### src/rtl/bts_pkg.sv
package bts_pkg;

  typedef enum logic [2:0] {
    LV_HUNT   = 3'd1,
    LV_BRANCH = 3'd2,
    LV_RSP0   = 3'd3,
    LV_RSP1   = 3'd4,
    LV_RSP2   = 3'd5,
    LV_RSP3   = 3'd6,
    LV_TAIL   = 3'd7
  } level_e;

  typedef enum logic [1:0] {
    DM_NONE = 2'd0,
    DM_ALL  = 2'd1,
    DM_CUST = 2'd2,
    DM_RSVD = 2'd3
  } dmode_e;

  // Fixed-priority branch target: lowest-numbered hit wins.
  function automatic level_e branch_target(input logic [3:0] hits);
    level_e t;
    t = LV_BRANCH;
    if (hits[0])      t = LV_RSP1;
    else if (hits[1]) t = LV_RSP0;
    else if (hits[2]) t = LV_HUNT;
    else if (hits[3]) t = LV_TAIL;
    return t;
  endfunction

  // Step to the following level in the response-watch chain.
  function automatic level_e next_level(input level_e cur);
    level_e t;
    case (cur)
      LV_RSP0: t = LV_RSP1;
      LV_RSP1: t = LV_RSP2;
      LV_RSP2: t = LV_RSP3;
      default: t = LV_TAIL;
    endcase
    return t;
  endfunction

endpackage

### src/rtl/bts_match.sv
module bts_match #(
  parameter int TYPE_W = 4,
  parameter int ADDR_W = 16,
  parameter int RESP_W = 3,
  parameter logic [TYPE_W-1:0] IOWR_CODE  = 4'h6,
  parameter logic [TYPE_W-1:0] ABORT_CODE = 4'hF,
  parameter logic [TYPE_W-1:0] DEFER_CODE = 4'hE,
  parameter logic [ADDR_W-1:0] PORT_ADDR  = 16'h0080
) (
  input  logic [TYPE_W-1:0] smp_type,
  input  logic [ADDR_W-1:0] smp_addr,
  input  logic [RESP_W-1:0] smp_resp,
  output logic              port_wr,
  output logic              resp_any,
  output logic [3:0]        br_hit
);
  localparam int NBR = 4;

  logic [TYPE_W-1:0] br_code [NBR];

  assign port_wr  = (smp_type == IOWR_CODE) && (smp_addr == PORT_ADDR);
  assign resp_any = |smp_resp;

  assign br_code[0] = '0;
  assign br_code[1] = '0;
  assign br_code[2] = ABORT_CODE;
  assign br_code[3] = DEFER_CODE;

  genvar gi;
  generate
    for (gi = 0; gi < NBR; gi++) begin : g_br
      if (gi == 0) begin : g_rsp
        assign br_hit[gi] = resp_any;
      end else if (gi == 1) begin : g_wr
        assign br_hit[gi] = port_wr;
      end else begin : g_code
        assign br_hit[gi] = (smp_type == br_code[gi]);
      end
    end
  endgenerate

endmodule

### src/rtl/bts_level_fsm.sv
module bts_level_fsm
  import bts_pkg::*;
#(
  parameter int POST_N = 5,
  localparam int PC_W = (POST_N < 2) ? 1 : $clog2(POST_N)
) (
  input  logic       clk,
  input  logic       rst_n,
  input  logic       smp_valid,
  input  logic       port_wr,
  input  logic       resp_any,
  input  logic [3:0] br_hit,
  output level_e     level,
  output logic       lvl_store,
  output logic       match_ev
);
  localparam logic [PC_W-1:0] PC_LAST = PC_W'(POST_N - 1);

  level_e          lvl_nxt;
  logic [PC_W-1:0] post_cnt, post_nxt;
  logic            tail_done;

  assign tail_done = (post_cnt == PC_LAST);

  always_comb begin
    lvl_nxt   = level;
    post_nxt  = post_cnt;
    lvl_store = 1'b0;
    match_ev  = 1'b0;
    if (smp_valid) begin
      case (level)
        LV_HUNT: if (port_wr) begin
          lvl_store = 1'b1;
          match_ev  = 1'b1;
          lvl_nxt   = LV_BRANCH;
        end
        LV_BRANCH: lvl_nxt = branch_target(br_hit);
        LV_RSP0, LV_RSP1, LV_RSP2, LV_RSP3: begin
          if (resp_any) lvl_nxt = next_level(level);
          else          lvl_store = 1'b1;
        end
        LV_TAIL: begin
          lvl_store = 1'b1;
          if (tail_done) begin
            post_nxt = '0;
            lvl_nxt  = LV_HUNT;
          end else begin
            post_nxt = post_cnt + 1'b1;
          end
        end
        default: lvl_nxt = LV_HUNT;
      endcase
    end
  end

  always_ff @(posedge clk or negedge rst_n) begin
    if (!rst_n) begin
      level    <= LV_HUNT;
      post_cnt <= '0;
    end else begin
      level    <= lvl_nxt;
      post_cnt <= post_nxt;
    end
  end

  p_tail_bound_r8: assert property (@(posedge clk) disable iff (!rst_n)
    post_cnt <= PC_LAST);
  p_tail_only_r8: assert property (@(posedge clk) disable iff (!rst_n)
    (level != LV_TAIL) |-> (post_cnt == '0));
  p_hunt_adv_r5: assert property (@(posedge clk) disable iff (!rst_n)
    (level == LV_HUNT && smp_valid && port_wr) |=> (level == LV_BRANCH));
  p_hold_idle_r10: assert property (@(posedge clk) disable iff (!rst_n)
    !smp_valid |=> ($stable(level) && $stable(post_cnt)));
  p_branch_quiet_r6: assert property (@(posedge clk) disable iff (!rst_n)
    (level == LV_BRANCH) |-> !lvl_store);
  p_rsp_adv_r7: assert property (@(posedge clk) disable iff (!rst_n)
    (level == LV_RSP3 && smp_valid && resp_any) |=> (level == LV_TAIL));

endmodule

### src/rtl/bts_store_qual.sv
module bts_store_qual
  import bts_pkg::*;
(
  input  logic       clk,
  input  logic       rst_n,
  input  logic       mode_we,
  input  logic [1:0] mode_in,
  input  logic       smp_valid,
  input  logic       lvl_store,
  input  logic       cust_qual,
  output logic       store_en
);
  dmode_e mode_q;
  logic   dflt_hit;

  always_ff @(posedge clk or negedge rst_n) begin
    if (!rst_n)       mode_q <= DM_NONE;
    else if (mode_we) mode_q <= dmode_e'(mode_in);
  end

  always_comb begin
    case (mode_q)
      DM_ALL:  dflt_hit = 1'b1;
      DM_CUST: dflt_hit = cust_qual;
      default: dflt_hit = 1'b0;
    endcase
  end

  assign store_en = smp_valid && (lvl_store || dflt_hit);

  p_gate_r4: assert property (@(posedge clk) disable iff (!rst_n)
    store_en |-> smp_valid);
  p_none_r2: assert property (@(posedge clk) disable iff (!rst_n)
    ((mode_q == DM_NONE || mode_q == DM_RSVD) && !lvl_store) |-> !store_en);
  p_all_r3: assert property (@(posedge clk) disable iff (!rst_n)
    (mode_q == DM_ALL && smp_valid) |-> store_en);

endmodule

### src/rtl/bts_match_ctr.sv
module bts_match_ctr #(
  parameter int CNT_W = 16
) (
  input  logic             clk,
  input  logic             rst_n,
  input  logic             inc,
  output logic [CNT_W-1:0] cnt
);
  localparam logic [CNT_W-1:0] CNT_MAX = '1;

  function automatic logic [CNT_W-1:0] sat_add(input logic [CNT_W-1:0] v);
    return (v == CNT_MAX) ? v : v + 1'b1;
  endfunction

  always_ff @(posedge clk or negedge rst_n) begin
    if (!rst_n)   cnt <= '0;
    else if (inc) cnt <= sat_add(cnt);
  end

  p_sat_hold_r9: assert property (@(posedge clk) disable iff (!rst_n)
    (cnt == CNT_MAX) |=> (cnt == CNT_MAX));
  p_step_r9: assert property (@(posedge clk) disable iff (!rst_n)
    (inc && cnt != CNT_MAX) |=> (cnt == $past(cnt) + 1'b1));
  p_idle_r10: assert property (@(posedge clk) disable iff (!rst_n)
    !inc |=> $stable(cnt));

endmodule

### src/rtl/bus_trig_seq.sv
module bus_trig_seq
  import bts_pkg::*;
#(
  parameter int TYPE_W = 4,
  parameter int ADDR_W = 16,
  parameter int RESP_W = 3,
  parameter int CNT_W  = 16,
  parameter int POST_N = 5,
  parameter logic [TYPE_W-1:0] IOWR_CODE  = 4'h6,
  parameter logic [TYPE_W-1:0] ABORT_CODE = 4'hF,
  parameter logic [TYPE_W-1:0] DEFER_CODE = 4'hE,
  parameter logic [ADDR_W-1:0] PORT_ADDR  = 16'h0080
) (
  input  logic              clk,
  input  logic              rst_n,
  input  logic              mode_we,
  input  logic [1:0]        mode_in,
  input  logic              smp_valid,
  input  logic [TYPE_W-1:0] smp_type,
  input  logic [ADDR_W-1:0] smp_addr,
  input  logic [RESP_W-1:0] smp_resp,
  input  logic              cust_qual,
  output logic              store_en,
  output logic [2:0]        level_o,
  output logic [CNT_W-1:0]  match_cnt
);
  logic       port_wr, resp_any, lvl_store, match_ev;
  logic [3:0] br_hit;
  level_e     level;

  bts_match #(
    .TYPE_W(TYPE_W), .ADDR_W(ADDR_W), .RESP_W(RESP_W),
    .IOWR_CODE(IOWR_CODE), .ABORT_CODE(ABORT_CODE),
    .DEFER_CODE(DEFER_CODE), .PORT_ADDR(PORT_ADDR)
  ) u_match (
    .smp_type(smp_type), .smp_addr(smp_addr), .smp_resp(smp_resp),
    .port_wr(port_wr), .resp_any(resp_any), .br_hit(br_hit)
  );

  bts_level_fsm #(.POST_N(POST_N)) u_fsm (
    .clk(clk), .rst_n(rst_n), .smp_valid(smp_valid),
    .port_wr(port_wr), .resp_any(resp_any), .br_hit(br_hit),
    .level(level), .lvl_store(lvl_store), .match_ev(match_ev)
  );

  bts_store_qual u_qual (
    .clk(clk), .rst_n(rst_n), .mode_we(mode_we), .mode_in(mode_in),
    .smp_valid(smp_valid), .lvl_store(lvl_store), .cust_qual(cust_qual),
    .store_en(store_en)
  );

  bts_match_ctr #(.CNT_W(CNT_W)) u_ctr (
    .clk(clk), .rst_n(rst_n), .inc(match_ev), .cnt(match_cnt)
  );

  assign level_o = level;

  p_match_count_r5: assert property (@(posedge clk) disable iff (!rst_n)
    match_ev |-> (store_en && level == LV_HUNT));

endmodule

### config.mk
export PLATFORM = sky130hd
export DESIGN_NAME = bus_trig_seq
export DESIGN_NICKNAME = d
export VERILOG_FILES = /design/src/rtl/bts_pkg.sv /design/src/rtl/bts_match.sv /design/src/rtl/bts_level_fsm.sv /design/src/rtl/bts_store_qual.sv /design/src/rtl/bts_match_ctr.sv /design/src/rtl/bus_trig_seq.sv
export SDC_FILE = /design/constraint.sdc
export NUM_CORES = 1
export LEC_CHECK = 0
export BUFFER_PORTS_ARGS = -buffer_cell sky130_fd_sc_hd__buf_2
export CORE_ASPECT_RATIO = 1.1
export CORE_MARGIN = 4
export CORE_UTILIZATION = 35
export DETAILED_ROUTE_END_ITERATION = 8
export HOLD_SLACK_MARGIN = 0.03
export PLACE_DENSITY = 0.61
export SLEW_MARGIN = 30
export SYNTH_ARGS = -nofsm -noshare
export SYNTH_HDL_FRONTEND = slang
export SYNTH_SLANG_ARGS = --single-unit
### constraint.sdc
create_clock -name clk -period 1.75 [get_ports clk]
set_input_delay 0.175 -clock clk [delete_from_list [all_inputs] [get_ports clk]]
set_output_delay 0.175 -clock clk [all_outputs]
set_load 0.005 [all_outputs]
Word-level counts from Yosys, hierarchy flattened:

Cells that the tools add are included.

* logic and storage cells: 50
* register bits after elaboration: 24
* output and inout bits: 20
* input bits: 30

* bitwise operators: 1
* eq/ne operators: 18
* reductions and logical operators: 8
* add/subtract/negate cells: 2
* mux-type cells: 17

Operators by type and width (count)
* $mux W3: 8
* $add A16 B1 Y16 const B: 1
* $eq A16 B16 Y1 const B: 1
* $eq A16 B8 Y1 const B: 1
* $eq A3 B3 Y1 const B: 5
* $pmux W3 S4: 1
* $eq A4 B4 Y1 const B: 2
* $eq A3 B2 Y1 const B: 2
* $pmux W2 S3: 1
* $mux W1: 5
* $eq A4 B3 Y1 const B: 1
* $ne A2 B2 Y1 const B: 2
* $reduce_and A2 Y1: 2
* $reduce_and A4 Y1: 1
* $reduce_or A4 Y1: 1
* $add A3 B1 Y3 const B: 1
* $eq A3 B1 Y1 const B: 1
* $pmux W1 S3: 1
* $reduce_or A3 Y1: 1
* $eq A2 B1 Y1 const B: 1
* $eq A2 B2 Y1 const B: 1
* $logic_and A1 B1 Y1: 2
* $ne A2 B1 Y1 const B: 1
* $pmux W1 S2: 1
* other kinds (2): 2

Longest topological paths before layout:

Gate-level depths: netlist (run 1).

* word-level depth: 7
* gate-level depth with buffers: 7
* gate-level depth less buffers: 7

By module:

From an unflattened synthesis (run 1), not the netlist that was laid out.

* cells, all modules: 148
* area total of the unflattened synthesis: 1480.2 µm²

Modules (own cells, without submodules)
* bts_match_ctr: area each 800.8 µm², cells each 69, seq. area each 400.4 µm², instances 1
* bts_level_fsm: area each 449.2 µm², cells each 52, seq. area each 151.4 µm², instances 1
* bts_store_qual: area each 121.4 µm², cells each 13, seq. area each 50.0 µm², instances 1
* bts_match: area each 108.9 µm², cells each 14, seq. area each 0.0 µm², instances 1

Worst setup path before layout (run 1):

No wires, ideal clock.

* path type: register to register
* from: register u_fsm.level[0]
* to: register u_ctr.cnt[13]
* slack: -0.016 ns
* data arrival time: 1.641 ns
* path buffers: 1
* period minus slack after synthesis: 1.766 ns
* required time: 1.624 ns
* stages on the path, launching flop included: 7
* setup time: 0.126 ns
* cell sequence: dfstp_2 -> nor3b_2 -> nand4_1 -> nor3_2 -> buf_6 -> nand4_1 -> xnor2_1

* longest elaborated chain between the ends: 4

Ends and longest elaborated chain
* start, declared: line bts_level_fsm.sv:13 `output level_e level,`
* start signal, assigned: line bts_level_fsm.sv:61 `level <= lvl_nxt;`
* $eq A3 B1 Y1: line bts_level_fsm.sv:31 `case (level)`
* $mux W1: line bts_level_fsm.sv:31
* $mux W1: line bts_level_fsm.sv:30 `if (smp_valid) begin`
* $reduce_and A2 Y1 (no line)
* end signal, assigned: line bts_match_ctr.sv:17 `else if (inc) cnt <= sat_add(cnt);`
* end, declared: line bts_match_ctr.sv:7 `output logic [CNT_W-1:0] cnt`

Every way passes these cells.
A chain may end at the register's enable or synchronous reset.

Worst setup path after layout (run 1):

* from: register u_fsm.level[0]
* to: output port store_en

* longest elaborated chain between the ends: 6
* elaborated cells between the ends (all ways): 11
* classes of those cells: 6 x eq/ne; 2 x mux; 3 x reduce/logical

Ends and longest elaborated chain
* $eq A3 B3 Y1 or $eq A3 B2 Y1 (tied branches): line bts_level_fsm.sv:31
* $reduce_or A4 Y1: line bts_level_fsm.sv:31
* $pmux W1 S3 (*): line bts_level_fsm.sv:31
* $mux W1 (*): line bts_level_fsm.sv:30
* $logic_or A1 B1 Y1 (*): line bts_store_qual.sv:29 `assign store_en = smp_valid && (lvl_store || dflt_hit);`
* $logic_and A1 B1 Y1 (*): line bts_store_qual.sv:29
* end, declared: line bus_trig_seq.sv:23 `output logic store_en,`

Every way passes the cells marked *; elsewhere a longest branch is shown, timed or not.

==> flow_summary_export.csv, run 1 <==
group,metric,value,unit
clock_tree,clk_latency,270,ps
final_layout,nets,246,
detailed_routing,post_drt_via_cell_ratio,5.22,
synthesis,ys_seq_elements,24,
clock_tree,clockBufferDepth,2,
die,ios,50,
clock_tree,clkTransAtPathRegs,80,ps
placed_design,io_buffers,49,
synthesis,syn_nets,177,
worst_setup_path,critPathKind,"register to output pin",
die,die_h,74.2,um
timing,final_hold_viol_count,0,
worst_setup_path,cp-startpoint,"u_fsm.level[0]",
placed_design,placed_cells,252,
synthesis,synth_edf_count,0,
power_and_ir_drop,ir_drop,0.527,mV
placed_design,gp_congestion,0.840,
grt,grt_max_degree,25,
worst_setup_path,r2r-end,"u_ctr.cnt[1]",
die,core-area,3740,sq um
power_and_ir_drop,p_int,0.000986,W
synthesis,synth_top_area_share,41.3,%
power_and_ir_drop,p_sw,0.000419,W
die,start_util,37.2,%
detailed_routing,vias,1356,
worst_setup_path,worstReg2RegStart,"u_ctr.cnt[8]",
timing,tightest_slew,515,ps
die,die_width,68.1,um
timing,drv_slew,0,
power_and_ir_drop,p_per_area,735,nW/um^2
placed_design,dp_slack,-13.9,ps
worst_setup_path,crit_slowest_cell,"dfstp_2",
grt,grt_pass1_vias,1306,
grt,grt.total_usage,14.9,%
synthesis,synthesis.area,1390,sq um
power_and_ir_drop,switching_share,29.8,%
final_layout,drive_gt1_share,40.0,%
clock_tree,clockRootBuffer,"clkbuf_8",
worst_setup_path,path_max_fanout,6,
final_layout,antenna_cells,0,
worst_setup_path,r2r_cells,5,
synthesis,async_reset_ff_share,100,%
timing,setup-tns-final,0,ps
synthesis,synth-main-ff-cell,"dfrtp_1",
synthesis,synthDistinctLibCells,40,
power_and_ir_drop,combPwrFrac,31.9,%
timing,finClkSkew,10.6,ps
final_layout,area_growth,37.3,%
synthesis,yosysSeqAreaShare,43.2,%
synthesis,yosys-top-cells-area,"dfrtp_1, xnor2_1, nand4_1",
worst_setup_path,setup.worst_path.end,"store_en",
worst_hold_path,min_path_type,"input pin to register",
die,dieArea,5050,sq um
grt,grt_antenna_before_repair,0,
synthesis,syn_avg_cell_area,9.81,sq um
power_and_ir_drop,leakagePower,0.923,nW
timing,maxSlewHeadroom,65.7,%
synthesis,ys_warn_count,0,
worst_setup_path,slowest_delay,540,ps
clock_tree,cts_tree,"done",
grt,grt_first_pass_wirelength,5800,um
detailed_routing,wire_per_inst,14.1,um
final_layout,instances_no_fill,260,
timing,min_period,1720,ps
placed_design,dpl.hpwl,2850,um
clock_tree,h-tree-depth,1,
worst_setup_path,crit_path_start_kind,"register",
timing,rsz0062_at_grt,"true",
detailed_routing,ant_nets,0,
worst_setup_path,required,1570,ps
clock_tree,clock_sinks,24,
detailed_routing,initialDrtViolationCount,68,
grt,grt_remaining_overflow,0,
worst_setup_path,endpoint_kind,"output pin",
worst_setup_path,crit_arrival,1550,ps
die,num_rows,23,
timing,max_freq,0.581,GHz
clock_tree,cts-buffers-inserted,3,
detailed_routing,remaining_drc_errors,0,
timing,hold_ws,122,ps
flow_run,maxCapViolCount,0,
power_and_ir_drop,pwr-share-seq,44.7,%
power_and_ir_drop,power_frac_clock,23.4,%
timing,finalWorstSetupSlack,27.9,ps
worst_setup_path,crit_chain,"buf_6 > and2_4 > a21oi_2 > o22ai_1 > a21oi_1 > nor2b_1 > buf_2",
synthesis,synth.largest_area_cell,"dfrtp_1",
final_layout,final_core_util,51.1,%
detailed_routing,routed_wl,3660,um
synthesis,syn_inst,142,
timing,fin_crit_sh,98.4,%
timing,setup_viol,0,
worst_setup_path,reg2reg_slack,60,ps
outcome,status,"complete, no violations",
detailed_routing,first_pass_iters,4,
==> cell usage in the layout, fill, tap and decap left out, types with 2 or more instances in the layout <==
cell type	Yosys	final
buf_2	2	49
nand4_1	16	16
nand3_1	8	8
dfrtp_1	23	23
clkbuf_8	0	3
nor4_2	1	2
inv_1	5	5
nor2_1	8	7
nand2_1	13	13
a21oi_1	5	4
buf_4	0	16
ha_1	5	5
xnor2_1	12	12
o21ai_0	7	7
nand2b_1	2	2
mux2_2	4	3
and3_1	5	5
==> critical path, delay by kind of cell (launching register included) <==
family	cells	cell delay [ps]
AND/OR/NAND/NOR	2	280
flip-flops	1	540
buffers and inverters	2	230
AO/OA/AOI/OAI	3	250
==> flip-flops by register name, summed over array words and instances (netlist names) <==
register        flops
u_ctr.cnt          16
u_qual.mode_q       2
u_fsm.level         3
u_fsm.post_cnt      3
==> what timing repair did <==
| item | CTS | global route |
|---|---|---|
| hold buffers | 1 | 0 |
| buffers inserted | 0 | 3 |
| pin swaps | 2 | 3 |
| resized for setup | 4 | 2 |
| endpoints found under the setup margin | 2 | 6 |
| endpoints found under the hold margin | 23 | 0 |
| gates cloned | 0 | 0 |
==> through the flow <==
stage               instance area, sq um  power [W]
floorplan                           1410   0.000868
global placement                    1810    0.00102
detailed placement                  1810    0.00103
CTS                                 1880    0.00138
global route                        1910    0.00150
finish                              1910    0.00141
==> power groups by stage <==
stage               Combinational, W  Sequential (W)  Clock, W
floorplan                   0.000226        0.000641         0
global placement            0.000386        0.000633         0
detailed placement          0.000391        0.000637         0
CTS                         0.000407        0.000626  0.000346
global route                0.000501        0.000632  0.000368
finish                      0.000449        0.000628  0.000329
==> metal layers <==
metal,up-vias,global-route usage (%),routed length [um]
li1,657,-,-
met1,648,19.0,1490
met2,49,26.1,1860
met3,2,2.72,292
met4,0,3.31,16
met5,-,0,0
==> logic make-up (layout without fill, tap and decap cells) <==
| kind of cell | after synthesis | count (layout) | share of synthesized area, % |
|---|---|---|---|
| AND/OR/NAND/NOR | 65 | 65 | 27.5 |
| flip-flops | 24 | 24 | 43.2 |
| adder cells (fa/ha/maj) | 5 | 5 | 4.49 |
| XOR/XNOR | 13 | 13 | 8.18 |
| AO/OA/AOI/OAI | 22 | 22 | 10.2 |
| buffers and inverters | 9 | 77 | 3.14 |
| multiplexers | 4 | 4 | 3.23 |
==> cell type report <==
type                            count  area (sq um)
Multi-Input combinational cell    109           777
Clock buffer                        4          45.0
Inverter                            5          18.8
Tap cell                           50          62.6
Timing Repair Buffer               68           407
Sequential cell                    24           602
Fill cell                         369          1830
==> how the worst min path moves through the flow <==
| stage | start | to | slack [ps] | cells past startpoint |
|---|---|---|---|---|
| 6_report | mode_in[1] | u_qual.mode_q[1] | 120 | 3 |
| 5_1_grt | mode_we | u_qual.mode_q[0] | 150 | 2 |
| 4_1_cts | mode_in[1] | u_qual.mode_q[1] | 120 | 3 |
| 3_5_place_dp | rst_n | u_ctr.cnt[0] | 190 | 1 |
| 3_3_place_gp | rst_n | u_fsm.post_cnt[1] | 180 | 1 |
| 2_1_floorplan | rst_n | u_ctr.cnt[0] | -120 | 0 |
==> Yosys cell counts (all sizes together) (2+ instances only) <==
library cell,instances
buf,3
a21oi,5
xnor2,12
mux2,4
nand3,8
and3,5
nor4,4
nand2b,2
nor2,8
inv,5
o21ai,7
ha,5
dfrtp,23
nand2,13
nand4,16
nor3,2
Power figures use the tool's default switching activity.
==> inputs of run 2 (changes only) <==
- CORE_UTILIZATION: 35 -> 50
- CTS_CLUSTER_SIZE: default -> 28
- PLACE_DENSITY: 0.61 -> 0.79
- clock period: 1.75 -> 2 ns (I/O delays scaled with it)
==> flow_summary_export.csv, run 2 (synthesized netlist as in run 1, its figures left out) <==
group,metric,value,unit
clock_tree,cts_tree,"done",
final_layout,area_growth,24.3,%
detailed_routing,met1_length,1310,um
clock_tree,cts-buffers-inserted,3,
clock_tree,clkTransAtPathRegs,130,ps
final_layout,nets,233,
worst_setup_path,crit_chain,"nor3b_2 > nand4_1 > nor3_2 > buf_4 > mux2_2",
placed_design,io_buffers,49,
detailed_routing,remaining_drc_errors,0,
worst_hold_path,min_path_type,"input pin to register",
placed_design,placed_area,1680,sq um
detailed_routing,initialDrtViolationCount,46,
timing,final_hold_viol_count,0,
die,num_rows,19,
timing,max_freq,0.541,GHz
worst_setup_path,critPathKind,"register to register",
power_and_ir_drop,ir_drop,0.443,mV
detailed_routing,routed_wl,3160,um
clock_tree,h-tree-depth,1,
final_layout,antenna_cells,0,
grt,grt.total_usage,17.8,%
final_layout,fin_area,1730,sq um
final_layout,final_cell_mix,"buf_2, dfrtp_1, nand4_1",
detailed_routing,met2_length,1460,um
detailed_routing,highest_layer,"met4",
worst_setup_path,crit_path_start_kind,"register",
detailed_routing,wl_met3,341,um
placed_design,dpl.hpwl,2410,um
grt,grt_first_pass_wirelength,5330,um
grt,grt_max_degree,25,
worst_setup_path,path_max_fanout,14,
timing,setup_viol,0,
timing,drv_slew,0,
final_layout,drive_gt1_share,35.5,%
detailed_routing,first_pass_iters,4,
die,start_util,53.7,%
timing,hold_ws,79.8,ps
grt,grt_pass1_vias,1245,
detailed_routing,post_drt_via_cell_ratio,5.75,
clock_tree,clockBufferDepth,2,
clock_tree,clockRootBuffer,"clkbuf_4",
detailed_routing,wire_per_inst,13.9,um
die,dieArea,3690,sq um
final_layout,top_regs,"u_ctr.cnt: 16 flops, u_fsm.level: 3 flops, u_fsm.post_cnt: 3 flops",
worst_setup_path,endpoint_kind,"register",
worst_setup_path,required,2200,ps
worst_setup_path,slowest_delay,590,ps
power_and_ir_drop,leakagePower,0.840,nW
final_layout,final_core_util,66.8,%
detailed_routing,ant_nets,0,
timing,tightest_slew,629,ps
final_layout,fillers,210,
timing,rsz0062_at_grt,"false",
final_layout,multiInputGateArea,753,sq um
worst_setup_path,crit_slowest_cell,"dfstp_2",
outcome,status,"complete, no violations",
timing,min_period,1850,ps
die,core-area,2590,sq um
final_layout,instances_no_fill,228,
clock_tree,clk_latency,310,ps
final_layout,layout.area.seq,602,sq um
timing,maxSlewHeadroom,57.8,%
timing,setup-tns-final,0,ps
grt,grt_remaining_overflow,0,
placed_design,gp_congestion,0.806,
final_layout,top_register,"u_ctr.cnt",
timing,fin_crit_sh,92.3,%
clock_tree,clock_sinks,24,
worst_setup_path,crit_arrival,2050,ps
flow_run,maxCapViolCount,0,
timing,finClkSkew,13.7,ps
detailed_routing,vias,1312,
die,die_width,58.3,um
final_layout,largest_reg_flops,16,
die,ios,50,
final_layout,final_common_cell,"buf_2",
placed_design,placed_cells,222,
power_and_ir_drop,p_per_area,630,nW/um^2
grt,grt_antenna_before_repair,0,
die,die_h,63.4,um
[run 2: changes by cell type in the layout (fill, tap and decap cells not counted), sizes merged]
cell,previous run,this run
buf,67,54
[run 2: stage by stage]
step / total power [W] / worst slack [ps]
4_1_cts: 0.00108 / 110
3_5_place_dp: 0.000865 / 136
2_1_floorplan: 0.000742 / 234
6_report: 0.00109 / 153
3_3_place_gp: 0.000858 / 205
5_1_grt: 0.00118 / 23.4
[run 2: final timing paths]
path | start | to | slack, ps | cells past startpoint
max | u_fsm.level[0] | u_ctr.cnt[1] | 150 | 5
min | mode_we | u_qual.mode_q[0] | 80 | 2
max reg2reg | u_fsm.level[0] | u_ctr.cnt[1] | 150 | 5
min reg2reg | u_ctr.cnt[10] | u_ctr.cnt[10] | 520 | 1
max in group asynchronous | rst_n | u_fsm.level[0] | 1240 | 2
min in group asynchronous | rst_n | u_ctr.cnt[14] | 380 | 2
[run 2: cell type report]
| class | instances | area share (%) |
|---|---|---|
| multi-input combinational | 109 | 43.5 |
| tap | 31 | 2.24 |
| inverter | 5 | 1.08 |
| sequential | 24 | 34.8 |
| clock buffer | 4 | 1.52 |
| timing repair buffer | 55 | 16.9 |
[run 2: what timing repair did]
| item | 4_1_cts | 5_1_grt |
|---|---|---|
| endpoints found under the setup margin | 0 | 3 |
| hold buffers | 1 | 0 |
| buffers inserted | 0 | 1 |
| resized for setup | 0 | 2 |
| endpoints found under the hold margin | 23 | 0 |
[run 2: per-layer routing]
layer	track usage (%)	vias to the layer above
met5	0	-
met4	6.96	0
li1	-	636
met1	23.7	604
met3	3.27	7
met2	28.2	65
[run 2: critical path, delay by kind of cell (launching register included)]
family | cells | cell delay [ps]
DFF | 1 | 590
buffers and inverters | 1 | 220
and+or+nand+nor | 3 | 580
muxes | 1 | 350
[run 2: report_power, final]
group / leakage [nW] / switching, W / internal [W]
Combinational: 0.498 / 0.000174 / 0.000155
Clock: 0.0150 / 0.000136 / 0.0000779
Sequential: 0.327 / 0.0000258 / 0.000521
Total: 0.840 / 0.000336 / 0.000754
==> inputs of run 3 (changes only) <==
- CTS_BUF_LIST: default -> sky130_fd_sc_hd__clkbuf_2 sky130_fd_sc_hd__clkbuf_4 sky130_fd_sc_hd__clkbuf_8
- PLACE_DENSITY: 0.79 -> 0.78
- SYNTH_HIERARCHICAL: default -> 1
==> flow_summary_export.csv, run 3 <==
group,metric,value,unit
timing,final_hold_viol_count,0,
timing,max_freq,0.506,GHz
detailed_routing,post_drt_via_cell_ratio,5.67,
synthesis,synth_edf_count,0,
die,dieArea,3900,sq um
outcome,status,"complete, no violations",
final_layout,final_cell_mix,"buf_2, dfrtp_1, nand2_1",
timing,drv_slew,0,
clock_tree,h-tree-depth,1,
grt,grt_remaining_overflow,0,
clock_tree,clkTransAtPathRegs,130,ps
worst_setup_path,crit_path_start_kind,"input pin",
final_layout,top_regs,"u_ctr/cnt: 16 flops, u_fsm/level: 3 flops, u_fsm/post_cnt: 3 flops",
grt,grt_antenna_before_repair,0,
clock_tree,clockRootBuffer,"clkbuf_4",
worst_setup_path,endpoint_kind,"output pin",
timing,tightest_slew,530,ps
final_layout,top_register,"u_ctr/cnt",
timing,setup_viol,0,
grt,grt_first_pass_wirelength,5620,um
final_layout,instances_no_fill,239,
grt,grt_pass1_vias,1346,
detailed_routing,vias,1355,
synthesis,async_reset_ff_share,100,%
synthesis,yosysSeqAreaShare,40.7,%
detailed_routing,routed_wl,3500,um
synthesis,ys_warn_count,6,
worst_setup_path,crit_arrival,1770,ps
grt,grt_max_degree,25,
synthesis,yosysMostFrequentCell,"dfrtp_1",
final_layout,layout.area.seq,602,sq um
detailed_routing,initialDrtViolationCount,53,
placed_design,placed_cells,233,
timing,maxSlewHeadroom,64.6,%
worst_hold_path,min_path_type,"input pin to register",
power_and_ir_drop,p_per_area,653,nW/um^2
final_layout,drive_gt1_share,40.8,%
timing,min_period,1970,ps
synthesis,synth-main-ff-cell,"dfrtp_1",
worst_setup_path,required,1800,ps
grt,grt.total_usage,18.5,%
die,die_h,65.1,um
synthesis,synthDistinctLibCells,45,
final_layout,largest_reg_flops,16,
power_and_ir_drop,finalPower,0.00128,W
worst_setup_path,path_max_fanout,3,
final_layout,antenna_cells,0,
synthesis,synth_commonest_cells,"dfrtp_1, nand2_1, nor2_1, xor2_1",
final_layout,nets,242,
synthesis,synth_top_area_share,38.9,%
synthesis,synth.largest_area_cell,"dfrtp_1",
worst_setup_path,critPathKind,"input pin to output pin",
placed_design,io_buffers,49,
clock_tree,clockBufferDepth,2,
final_layout,multiInputGateArea,892,sq um
synthesis,syn_avg_cell_area,10.0,sq um
detailed_routing,remaining_drc_errors,0,
flow_run,maxCapViolCount,0,
detailed_routing,wire_per_inst,14.7,um
final_layout,final_common_cell,"buf_2",
power_and_ir_drop,ir_drop,0.646,mV
die,core-area,2800,sq um
timing,finalWorstSetupSlack,25.5,ps
detailed_routing,first_pass_iters,5,
final_layout,fillers,220,
synthesis,ys_seq_elements,24,
die,die_width,59.9,um
die,start_util,52.8,%
clock_tree,cts_tree,"done",
die,num_rows,20,
timing,rsz0062_at_grt,"true",
detailed_routing,ant_nets,0,
clock_tree,clock_sinks,24,
power_and_ir_drop,leakagePower,1.00,nW
placed_design,dp_slack,-390,ps
synthesis,synthesis.area,1480,sq um
die,ios,50,
final_layout,area_growth,32.1,%
timing,fin_crit_sh,98.7,%
timing,hold_ws,82.0,ps
synthesis,syn_nets,183,
synthesis,yosys-top-cells-area,"dfrtp_1, xor2_1, ha_1",
synthesis,syn_inst,148,
clock_tree,cts-buffers-inserted,3,
clock_tree,clk_latency,310,ps
timing,finClkSkew,4.45,ps
placed_design,gp_congestion,0.877,
placed_design,dpl.hpwl,2700,um
[run 3: cell count changes after synthesis, sizes merged, moves of 3 or more]
cell,previous run,this run
nor2,8,12
nor3,2,7
xor2,1,9
xnor2,12,3
nand3,8,5
nand4,16,5
a31oi,0,3
[run 3: repair_timing]
action | in CTS | in global routing
pin swaps | 5 | 1
endpoints found under the setup margin | 6 | 10
cloned | 0 | 0
hold buffers | 1 | 0
endpoints found under the hold margin | 23 | 0
resized for setup | 5 | 10
buffers inserted | 1 | 1
[run 3: area by class of cell]
class | instances | area share [%]
tap | 33 | 2.11
multi-input combinational | 112 | 45.6
clock inverter | 1 | 1.54
inverter | 7 | 1.34
clock buffer | 3 | 1.15
timing repair buffer | 59 | 17.5
sequential | 24 | 30.8
[run 3: path summary, 6_finish.rpt]
check                      slack (ps)           start  cells past startpoint               end
min in group asynchronous         390           rst_n                      2      u_ctr/cnt[2]
setup reg to reg                  130  u_fsm/level[0]                      6     u_ctr/cnt[13]
hold / removal                     80         mode_we                      2  u_qual/mode_q[0]
setup / recovery                   30    smp_addr[14]                     11          store_en
max in group asynchronous        1240           rst_n                      2    u_fsm/level[0]
hold reg to reg                   540    u_ctr/cnt[7]                      1      u_ctr/cnt[7]
[run 3: power breakdown]
group	switching [W]	internal [W]	leakage, nW	total, W
sequential	0.0000650	0.000533	0.316	0.000598
combinational	0.000147	0.000183	0.659	0.000329
clock	0.000148	0.000202	0.0279	0.000350
[run 3: cell families after synthesis]
logic type | share of synthesized area [%]
AND/OR/NAND/NOR | 28.7
AO/OA/AOI/OAI | 12.2
flip-flops | 40.7
XOR/XNOR | 7.10
buffers and inverters | 4.65
adder cells (fa/ha/maj) | 4.23
multiplexers | 2.45
[run 3: metrics by stage]
stage	cell area [sq um]	util [%]	TNS [ps]
floorplan	1490	-	-273
global placement	1790	64.0	-3470
detailed placement	1790	64.0	-4410
CTS	1880	67.1	0
global route	1960	69.8	-62.8
finish	1960	69.8	0
[run 3: worst max-delay path, stage by stage]
cell and delay [ps]:
buf_6 90, or3_4 380, nor4_4 240, buf_4 160, nand2b_4 60, o22ai_2 80
nand2_1 80, a21boi_2 130, nand2b_1 110, and3_1 150, buf_2 100
[run 3: metal layers]
metal  up-vias  routed length [um]  global-route usage [%]
li1        651                   -                       -
met1       664                1340                    20.6
met3         2                 170                    1.99
met2        38                1970                    34.5
met4         0                  17                    7.20
met5         -                   0                       0
